[src/rtl/thr_issue_pkg.sv]
// Shared kind encoding and source-use decode for the thread issue selector.
// Assumes a 2-bit kind field per instruction.
package thr_issue_pkg;
    typedef enum logic [1:0] {
        KIND_ALU   = 2'd0,
        KIND_LOAD  = 2'd1,
        KIND_STORE = 2'd2,
        KIND_NONE  = 2'd3
    } op_kind_e;

    // True when the kind reads source A.
    function automatic logic uses_src_a(logic [1:0] kind);
        return kind != 2'(KIND_NONE);
    endfunction

    // True when the kind reads source B.
    function automatic logic uses_src_b(logic [1:0] kind);
        return (kind == 2'(KIND_ALU)) || (kind == 2'(KIND_STORE));
    endfunction
endpackage

[src/rtl/thr_scoreboard.sv]
// Pending-load scoreboard for one thread: one bit per register.
// pend_eff already has the current writeback removed, so that a same-cycle
// read sees the written value. A set in the same cycle as a clear wins.
module thr_scoreboard #(
    parameter int NREG   = 32,
    parameter int RIDX_W = $clog2(NREG)
) (
    input  logic              clk,
    input  logic              rst_n,
    input  logic              set_en,
    input  logic [RIDX_W-1:0] set_idx,
    input  logic              clr_en,
    input  logic [RIDX_W-1:0] clr_idx,
    output logic [NREG-1:0]   pend_eff
);
    logic [NREG-1:0] pend_q;

    // Remove the register written back this cycle from the visible set.
    always_comb begin
        pend_eff = pend_q;
        if (clr_en) pend_eff[clr_idx] = 1'b0;
    end

    // Store the cleared set plus any newly issued load destination.
    always_ff @(posedge clk) begin
        if (!rst_n) begin
            pend_q <= '0;
        end else begin
            pend_q <= pend_eff;
            if (set_en) pend_q[set_idx] <= 1'b1;
        end
    end
endmodule

[src/rtl/thr_hazard_chk.sv]
// Readiness of one thread's candidate: valid and no read of a pending register.
// Assumes pend already reflects the same-cycle writeback bypass.
module thr_hazard_chk
    import thr_issue_pkg::*;
#(
    parameter int NREG   = 32,
    parameter int RIDX_W = $clog2(NREG)
) (
    input  logic              vld,
    input  logic [1:0]        kind,
    input  logic [RIDX_W-1:0] src_a,
    input  logic [RIDX_W-1:0] src_b,
    input  logic [NREG-1:0]   pend,
    output logic              rdy
);
    logic haz_a, haz_b;

    // Hazard on each source only when the kind actually reads it.
    always_comb begin
        haz_a = uses_src_a(kind) && pend[src_a];
        haz_b = uses_src_b(kind) && pend[src_b];
        rdy   = vld && !haz_a && !haz_b;
    end
endmodule

[src/rtl/thr_rr_pick.sv]
// Round-robin picker: first requester at or after 'start', with wrap.
// Assumes start < NTHR.
module thr_rr_pick #(
    parameter int NTHR  = 2,
    parameter int TID_W = (NTHR > 1) ? $clog2(NTHR) : 1
) (
    input  logic [NTHR-1:0]  req,
    input  logic [TID_W-1:0] start,
    output logic             gnt_vld,
    output logic [TID_W-1:0] gnt_id
);
    int idx;

    // Scan all threads once, starting at 'start', keeping the first hit.
    always_comb begin
        gnt_vld = 1'b0;
        gnt_id  = '0;
        idx     = 0;
        for (int i = 0; i < NTHR; i++) begin
            idx = int'(start) + i;
            if (idx >= NTHR) idx = idx - NTHR;
            if (!gnt_vld && req[idx]) begin
                gnt_vld = 1'b1;
                gnt_id  = TID_W'(idx);
            end
        end
    end
endmodule

[src/rtl/thread_issue_sel.sv]
// Switch-on-stall issue selector for NTHR threads with private register sets.
// Each cycle it picks, round-robin, a thread whose candidate has no
// read-after-load hazard; bubble only when all are blocked or invalid.
// Assumes loads are issued only through this selector and that each
// writeback names the thread and register of an earlier load.
module thread_issue_sel
    import thr_issue_pkg::*;
#(
    parameter int NTHR   = 2,
    parameter int NREG   = 32,
    parameter int RIDX_W = $clog2(NREG),
    parameter int TID_W  = (NTHR > 1) ? $clog2(NTHR) : 1
) (
    input  logic                     clk,
    input  logic                     rst_n,
    input  logic [NTHR-1:0]          instr_vld,
    input  logic [2*NTHR-1:0]        instr_kind,
    input  logic [RIDX_W*NTHR-1:0]   instr_src_a,
    input  logic [RIDX_W*NTHR-1:0]   instr_src_b,
    input  logic [RIDX_W*NTHR-1:0]   instr_dst,
    input  logic                     wb_vld,
    input  logic [TID_W-1:0]         wb_tid,
    input  logic [RIDX_W-1:0]        wb_reg,
    output logic                     iss_vld,
    output logic [TID_W-1:0]         iss_tid,
    output logic                     bubble
);
    logic [NTHR-1:0]  thr_rdy;
    logic [TID_W-1:0] rr_ptr;
    logic             pick_vld;
    logic [TID_W-1:0] pick_id;

    for (genvar t = 0; t < NTHR; t++) begin : g_thr
        logic [NREG-1:0] pend;
        logic            ld_set;
        logic            wb_hit;

        // A load of this thread issuing now, or a writeback aimed at it.
        always_comb begin
            ld_set = iss_vld && (pick_id == TID_W'(t)) &&
                     (instr_kind[2*t +: 2] == 2'(KIND_LOAD));
            wb_hit = wb_vld && (wb_tid == TID_W'(t));
        end

        thr_scoreboard #(.NREG(NREG), .RIDX_W(RIDX_W)) u_sb (
            .clk      (clk),
            .rst_n    (rst_n),
            .set_en   (ld_set),
            .set_idx  (instr_dst[RIDX_W*t +: RIDX_W]),
            .clr_en   (wb_hit),
            .clr_idx  (wb_reg),
            .pend_eff (pend)
        );

        thr_hazard_chk #(.NREG(NREG), .RIDX_W(RIDX_W)) u_hz (
            .vld   (instr_vld[t]),
            .kind  (instr_kind[2*t +: 2]),
            .src_a (instr_src_a[RIDX_W*t +: RIDX_W]),
            .src_b (instr_src_b[RIDX_W*t +: RIDX_W]),
            .pend  (pend),
            .rdy   (thr_rdy[t])
        );
    end

    thr_rr_pick #(.NTHR(NTHR), .TID_W(TID_W)) u_pick (
        .req     (thr_rdy),
        .start   (rr_ptr),
        .gnt_vld (pick_vld),
        .gnt_id  (pick_id)
    );

    // Outputs are quiet in reset; otherwise issue or bubble each cycle.
    always_comb begin
        iss_vld = rst_n && pick_vld;
        iss_tid = pick_id;
        bubble  = rst_n && !pick_vld;
    end

    // Next search starts at the thread after the one just issued.
    always_ff @(posedge clk) begin
        if (!rst_n) begin
            rr_ptr <= '0;
        end else if (iss_vld) begin
            if (int'(pick_id) == NTHR - 1) rr_ptr <= '0;
            else                           rr_ptr <= pick_id + TID_W'(1);
        end
    end
endmodule

[config.mk]
export PLATFORM = sky130hd
export DESIGN_NAME = thread_issue_sel
export DESIGN_NICKNAME = d
export VERILOG_FILES = /design/src/rtl/thr_issue_pkg.sv /design/src/rtl/thr_scoreboard.sv /design/src/rtl/thr_hazard_chk.sv /design/src/rtl/thr_rr_pick.sv /design/src/rtl/thread_issue_sel.sv
export SDC_FILE = /design/constraint.sdc
export NUM_CORES = 1
export LEC_CHECK = 0
export ABC_CLOCK_PERIOD_IN_PS = 4650
export BUFFER_PORTS_ARGS = -buffer_cell sky130_fd_sc_hd__buf_2
export CELL_PAD_IN_SITES_DETAIL_PLACEMENT = 1
export CELL_PAD_IN_SITES_GLOBAL_PLACEMENT = 2
export CORE_ASPECT_RATIO = 0.7
export CORE_UTILIZATION = 38
export CTS_BUF_LIST = sky130_fd_sc_hd__clkbuf_2 sky130_fd_sc_hd__clkbuf_4 sky130_fd_sc_hd__clkbuf_8
export DETAILED_ROUTE_END_ITERATION = 8
export PLACE_DENSITY = 0.83
export RECOVER_POWER = 25
export SYNTH_ARGS = -nofsm -noshare
export SYNTH_HDL_FRONTEND = slang
export SYNTH_HIERARCHICAL = 1
export SYNTH_SLANG_ARGS = --single-unit
[constraint.sdc]
create_clock -name clk -period 4.65 [get_ports clk]
set_clock_uncertainty 0.05 [all_clocks]
set_input_delay 0.465 -clock clk [delete_from_list [all_inputs] [get_ports clk]]
set_output_delay 0.465 -clock clk [all_outputs]
set_load 0.005 [all_outputs]
==> results.sh, run 1 <==
export IMPL_run_status="finished clean"
export IMPL_synth_main_ff_cell="dfxtp_1"
export IMPL_stdcell_area_sq_um=4990
export IMPL_cp_common_cell="and2_0"
export IMPL_avgSynthCellArea_sq_um=9.37
export IMPL_dp_cells=658
export IMPL_ios=48
export IMPL_clockBufferDepth=2
export IMPL_finalHoldViolCount=0
export IMPL_synth_seq_area_share_pct=29.6
export IMPL_synth_seq_cells=65
export IMPL_cts_sinks=65
export IMPL_ys_warn_count=6
export IMPL_clock_latency_ps=360
export IMPL_grt_total_usage_pct=26.5
export IMPL_hold_buffers=0
export IMPL_vdd_drop_max_uv=122
export IMPL_ant_nets=0
export IMPL_slew_viol_final=0
export IMPL_fin_crit_sh_pct=94.0
export IMPL_synthTopCellsByCount="nand2_1, dfxtp_1, nor2_1, nor2b_1, and2_1"
export IMPL_critPathSlowestCell="mux4_1"
export IMPL_worst_slew_pin_slew_ps=905
export IMPL_maxCapViolCount=0
export IMPL_fill_cells=1330
export IMPL_wl_per_cell_um=22.2
export IMPL_grt_pass1_wl_um=23400
export IMPL_setup_tns_final_ps=0
export IMPL_dp_hpwl_um=11900
export IMPL_power_density_nw_per_um2=253
export IMPL_holdCritPathClass="reg -> reg"
export IMPL_start_util_pct=39.6
export IMPL_routed_wl_um=14900
export IMPL_postPlaceCellArea_sq_um=4780
export IMPL_post_cts_buffers=0
export IMPL_grt_pass1_vias=4059
export IMPL_critPathMaxFanout=16
export IMPL_multiInputGateArea_sq_um=2990
export IMPL_rsz0062_at_grt="false"
export IMPL_fp_dieW_um=131
export IMPL_drcViolationCount=0
export IMPL_synth_async_sr_flop_share_pct=0
export IMPL_yosysUniqueCellTypes=40
export IMPL_path_clk_slew_ps=70
export IMPL_worstSetupStartpointType="primary input"
export IMPL_grt_antenna_before_repair=0
export IMPL_synth_most_common_cell="nand2_1"
export IMPL_h_tree_depth=3
export IMPL_dieArea_sq_um=12000
export IMPL_grt_overflow_total=0
export IMPL_post_route_util_pct=44.9
export IMPL_synth_area_sq_um=4400
export IMPL_nNetsFinal=561
export IMPL_netlist_area_leader_share_pct=29.6
export IMPL_seqCellArea_sq_um=1300
export IMPL_setup_viol=0
export IMPL_fp_dieH_um=92.1
export IMPL_criticalPathCategory="in -> reg"
export IMPL_yosys_area_top_type="dfxtp_1"
export IMPL_max_freq_mhz=229
export IMPL_synth_cells=470
export IMPL_cp_arrival_ps=4620
export IMPL_ctsResizeCount=0
export IMPL_p_leak_nw=1.89
export IMPL_drive_above_1_share_pct=19.6
export IMPL_cts_root_buffer="clkbuf_8"
export IMPL_avgViaCountPerCell=6.10
export IMPL_rows=32
export IMPL_syn_to_final_growth_pct=13.4
export IMPL_grt_max_degree=40
export IMPL_critPathRequiredTime_ps=4900
export IMPL_slew_headroom_pct=39.5
export IMPL_cpPeakStageDelay_ps=490
export IMPL_dr_pass1_iters=5
export IMPL_port_buffers=47
export IMPL_drt_initial_drc_count=280
export IMPL_critPathCaptureType="flip-flop"
export IMPL_final_min_clock_period_ps=4370
export IMPL_route_vias_total=4112
export IMPL_synth_edff_count=0
export IMPL_fin_cells=674
export IMPL_p_total_mw=1.26
export IMPL_synth_area_leaders="dfxtp_1, mux4_1, mux4_2"
export IMPL_syn_nets=515
export IMPL_n_antenna_cell=0
export IMPL_cts_made_buffers=9
export IMPL_worstPathCellList="buf_2 -> nor3b_2 -> nand2_1 -> and2_0 -> mux4_1 -> mux4_2 -> o2111a_1 -> a21oi_2 -> or2_0 -> and2_0 -> and3_1 -> nand3_1 -> nor2_1 -> a32o_1"
export IMPL_place_congestion=0.898
export IMPL_cts_tree="yes"
export IMPL_core_sq_um=11100
sequential cells by signal, indices dropped and copies added (netlist names):
| signal | cells |
|---|---|
| rr_ptr | 1 |
| g_thr.u_sb/pend_q | 64 |
logic make-up after synthesis:
logic type	Yosys count	share of synthesized area, %
buffers and inverters	23	2.47
AND/OR/NAND/NOR	256	32.6
flip-flops	65	29.6
multiplexers	48	20.7
AO/OA/AOI/OAI	78	14.7
cell usage in the layout, fill, tap and decap left out, types with 5 or more instances in the layout:
cell,count
nand2_1,69
clkbuf_8,10
mux4_1,14
mux2i_1,14
buf_2,46
mux4_2,16
o22ai_1,32
nor2b_1,35
dfxtp_1,65
nand3b_1,22
inv_1,5
o2111ai_1,6
nor3_1,6
and2_1,32
nor2_1,38
nor3b_2,6
a32o_1,30
nand3_1,14
nor3b_1,6
area by class of cell:
type | count | area share, %
multi-input cells | 382 | 59.8
flip-flops and latches | 65 | 26.1
repair buffers | 53 | 5.44
well taps | 153 | 3.83
clock buffers | 11 | 2.91
clock inverters | 5 | 1.58
inverters | 5 | 0.376
power breakdown:
group          switching, mW  internal [mW]
clock network          0.233          0.322
logic                 0.0957         0.0533
registers            0.00107          0.558
total                  0.330          0.933
per-layer routing:
layer	track usage, %	part of all wire [%]	vias up
li1	-	-	1887
met1	41.3	51	2085
met2	35.6	42	129
met3	7.00	6.8	11
met4	5.84	0.79	0
met5	0	0	-
worst paths after layout:
check | start | to | slack (ps) | cells after the start
min | g_thr[0].u_sb/pend_q[25] | g_thr[0].u_sb/pend_q[25] | 420 | 2
max reg2reg | g_thr[1].u_sb/pend_q[8] | g_thr[0].u_sb/pend_q[17] | 1010 | 11
max | wb_reg[2] | g_thr[0].u_sb/pend_q[17] | 280 | 14
min reg2reg | g_thr[0].u_sb/pend_q[25] | g_thr[0].u_sb/pend_q[25] | 420 | 2
stage by stage:
step / setup WS (ps) / hold slack, ps
6_report: 280 / 420
5_1_grt: 121 / 438
4_1_cts: 516 / 422
3_5_place_dp: 140 / 409
3_3_place_gp: 213 / 403
2_1_floorplan: 820 / 393
critical path, delay by kind of cell:
family | cells | cell delay [ps]
compound gates | 3 | 660
buf+inv | 1 | 290
mux | 2 | 950
simple gates | 8 | 2230
Power figures use the tool's default switching activity.
==> run 2, diff against run 1 <==
--- a/config.mk
+++ b/config.mk
@@ -13,7 +13,7 @@
 export CORE_UTILIZATION = 38
 export CTS_BUF_LIST = sky130_fd_sc_hd__clkbuf_2 sky130_fd_sc_hd__clkbuf_4 sky130_fd_sc_hd__clkbuf_8
 export DETAILED_ROUTE_END_ITERATION = 8
-export PLACE_DENSITY = 0.83
+export PLACE_DENSITY_LB_ADDON = 0.3
 export RECOVER_POWER = 25
 export SYNTH_ARGS = -nofsm -noshare
 export SYNTH_HDL_FRONTEND = slang
==> run 2 against run 1 <==
Compared with the run above:
- final cell count is 0.30% higher
- die area stayed put
- global-route usage is 0.70 points lower
- sequential power hardly changed
- via count is 1.4% lower
- largest cell class unchanged
==> results.sh, run 2 (synthesis gave the netlist of run 1 again) <==
export IMPL_run_status="finished clean"
export IMPL_clockBufferDepth=2
export IMPL_p_leak_nw=1.91
export IMPL_drive_above_1_share_pct=20.5
export IMPL_critPathMaxFanout=8
export IMPL_rsz0062_at_grt="false"
export IMPL_largest_reg_flops=64
export IMPL_dr_pass1_iters=5
export IMPL_setup_tns_final_ps=0
export IMPL_slew_viol_final=0
export IMPL_final_common_cell="nand2_1"
export IMPL_core_sq_um=11100
export IMPL_dp_hpwl_um=11800
export IMPL_grt_pass1_vias=3970
export IMPL_cts_sinks=65
export IMPL_clock_latency_ps=360
export IMPL_grt_antenna_before_repair=0
export IMPL_grt_max_degree=41
export IMPL_n_antenna_cell=0
export IMPL_final_min_clock_period_ps=4320
export IMPL_worst_slew_pin_slew_ps=866
export IMPL_post_cts_buffers=0
export IMPL_finalHoldViolCount=0
export IMPL_ios=48
export IMPL_critPathCaptureType="flip-flop"
export IMPL_cts_root_buffer="clkbuf_8"
export IMPL_port_buffers=47
export IMPL_h_tree_depth=3
export IMPL_grt_pass1_wl_um=22600
export IMPL_slew_headroom_pct=42.1
export IMPL_place_congestion=0.862
export IMPL_critPathRequiredTime_ps=4900
export IMPL_drt_initial_drc_count=338
export IMPL_vdd_drop_max_uv=130
export IMPL_fp_dieW_um=131
export IMPL_max_freq_mhz=232
export IMPL_syn_to_final_growth_pct=14.0
export IMPL_grt_total_usage_pct=25.8
export IMPL_multiInputGateArea_sq_um=2990
export IMPL_path_clk_slew_ps=80
export IMPL_nNetsFinal=563
export IMPL_criticalPathCategory="in -> reg"
export IMPL_route_vias_total=4054
export IMPL_largestRegisters="g_thr.u_sb/pend_q x64, rr_ptr x1"
export IMPL_ctsResizeCount=0
export IMPL_hold_buffers=0
export IMPL_whs_ps=422
export IMPL_cts_made_buffers=9
export IMPL_fin_crit_sh_pct=92.8
export IMPL_seqCellArea_sq_um=1300
export IMPL_routed_wl_um=14700
export IMPL_regMostFlops="g_thr.u_sb/pend_q"
export IMPL_rows=32
export IMPL_fill_cells=1354
export IMPL_grt_overflow_total=0
export IMPL_maxCapViolCount=0
export IMPL_cp_arrival_ps=4570
export IMPL_wl_per_cell_um=21.8
export IMPL_dieArea_sq_um=12000
export IMPL_power_density_nw_per_um2=255
export IMPL_fp_dieH_um=92.1
export IMPL_drcViolationCount=0
export IMPL_worstSetupStartpointType="primary input"
export IMPL_avgViaCountPerCell=6.00
export IMPL_start_util_pct=39.6
export IMPL_setup_viol=0
export IMPL_cts_tree="yes"
export IMPL_holdCritPathClass="reg -> reg"
export IMPL_mostFrequentLayoutCells="nand2_1, dfxtp_1, buf_2, nor2_1, nor2b_1"
export IMPL_ant_nets=0
run 2: cell types whose count changed in the layout (fill, tap and decap cells not counted), sizes merged:
cell      before  now
buf           50   54
clkinvlp       0    1
clkbuf        14   12
clkinv         3    2
run 2: layout make-up:
cell class / instances / area share (%)
inverter: 5 / 0.374
clock buffer: 11 / 3.02
timing repair buffer: 55 / 5.81
tap: 153 / 3.81
clock inverter: 5 / 1.54
sequential: 65 / 25.9
multi-input combinational: 382 / 59.5
run 2: power breakdown:
| part | switching (mW) | total [mW] | internal [mW] |
|---|---|---|---|
| sequential | 0.00121 | 0.560 | 0.558 |
| clock | 0.237 | 0.566 | 0.329 |
| combinational | 0.0967 | 0.153 | 0.0561 |
| total | 0.335 | 1.28 | 0.944 |
run 2: path summary, 6_finish.rpt:
check	start	to	slack, ps	depth (start not counted)
min	g_thr[0].u_sb/pend_q[12]	g_thr[0].u_sb/pend_q[12]	420	2
min reg2reg	g_thr[0].u_sb/pend_q[12]	g_thr[0].u_sb/pend_q[12]	420	2
max	wb_tid	g_thr[0].u_sb/pend_q[9]	330	17
max reg2reg	g_thr[0].u_sb/pend_q[15]	g_thr[0].u_sb/pend_q[9]	1040	12
run 2: routing by layer:
metal / up-vias / global-route usage (%) / wire (um)
li1: 1887 / - / -
met1: 2021 / 41.5 / 7810
met2: 136 / 34.4 / 5850
met3: 10 / 5.08 / 960
met4: 0 / 5.65 / 100
met5: - / 0 / 0
run 2: critical path, cell delays in order:
cell and delay, ps:
buf_2 100, nor2b_1 100, buf_4 150, or3b_1 420, nor2_1 210, nor2b_1 110
mux4_1 500, mux4_2 460, o2111a_1 240, a21oi_1 270, a21boi_0 190, buf_4 180
nor2_1 80, and3_1 280, nand3_1 160, nor2_1 440, a32o_1 200
run 2: stage by stage:
step	power [mW]	std cells	instance area, sq um	setup slack, ps	util, %
2_1_floorplan	0.657	470	4400	820	-
3_3_place_gp	0.721	660	4800	189	43.1
3_5_place_dp	0.725	660	4800	92.5	43.1
4_1_cts	1.29	676	5030	475	45.2
5_1_grt	1.33	676	5020	109	45.1
6_report	1.28	676	5020	333	45.1
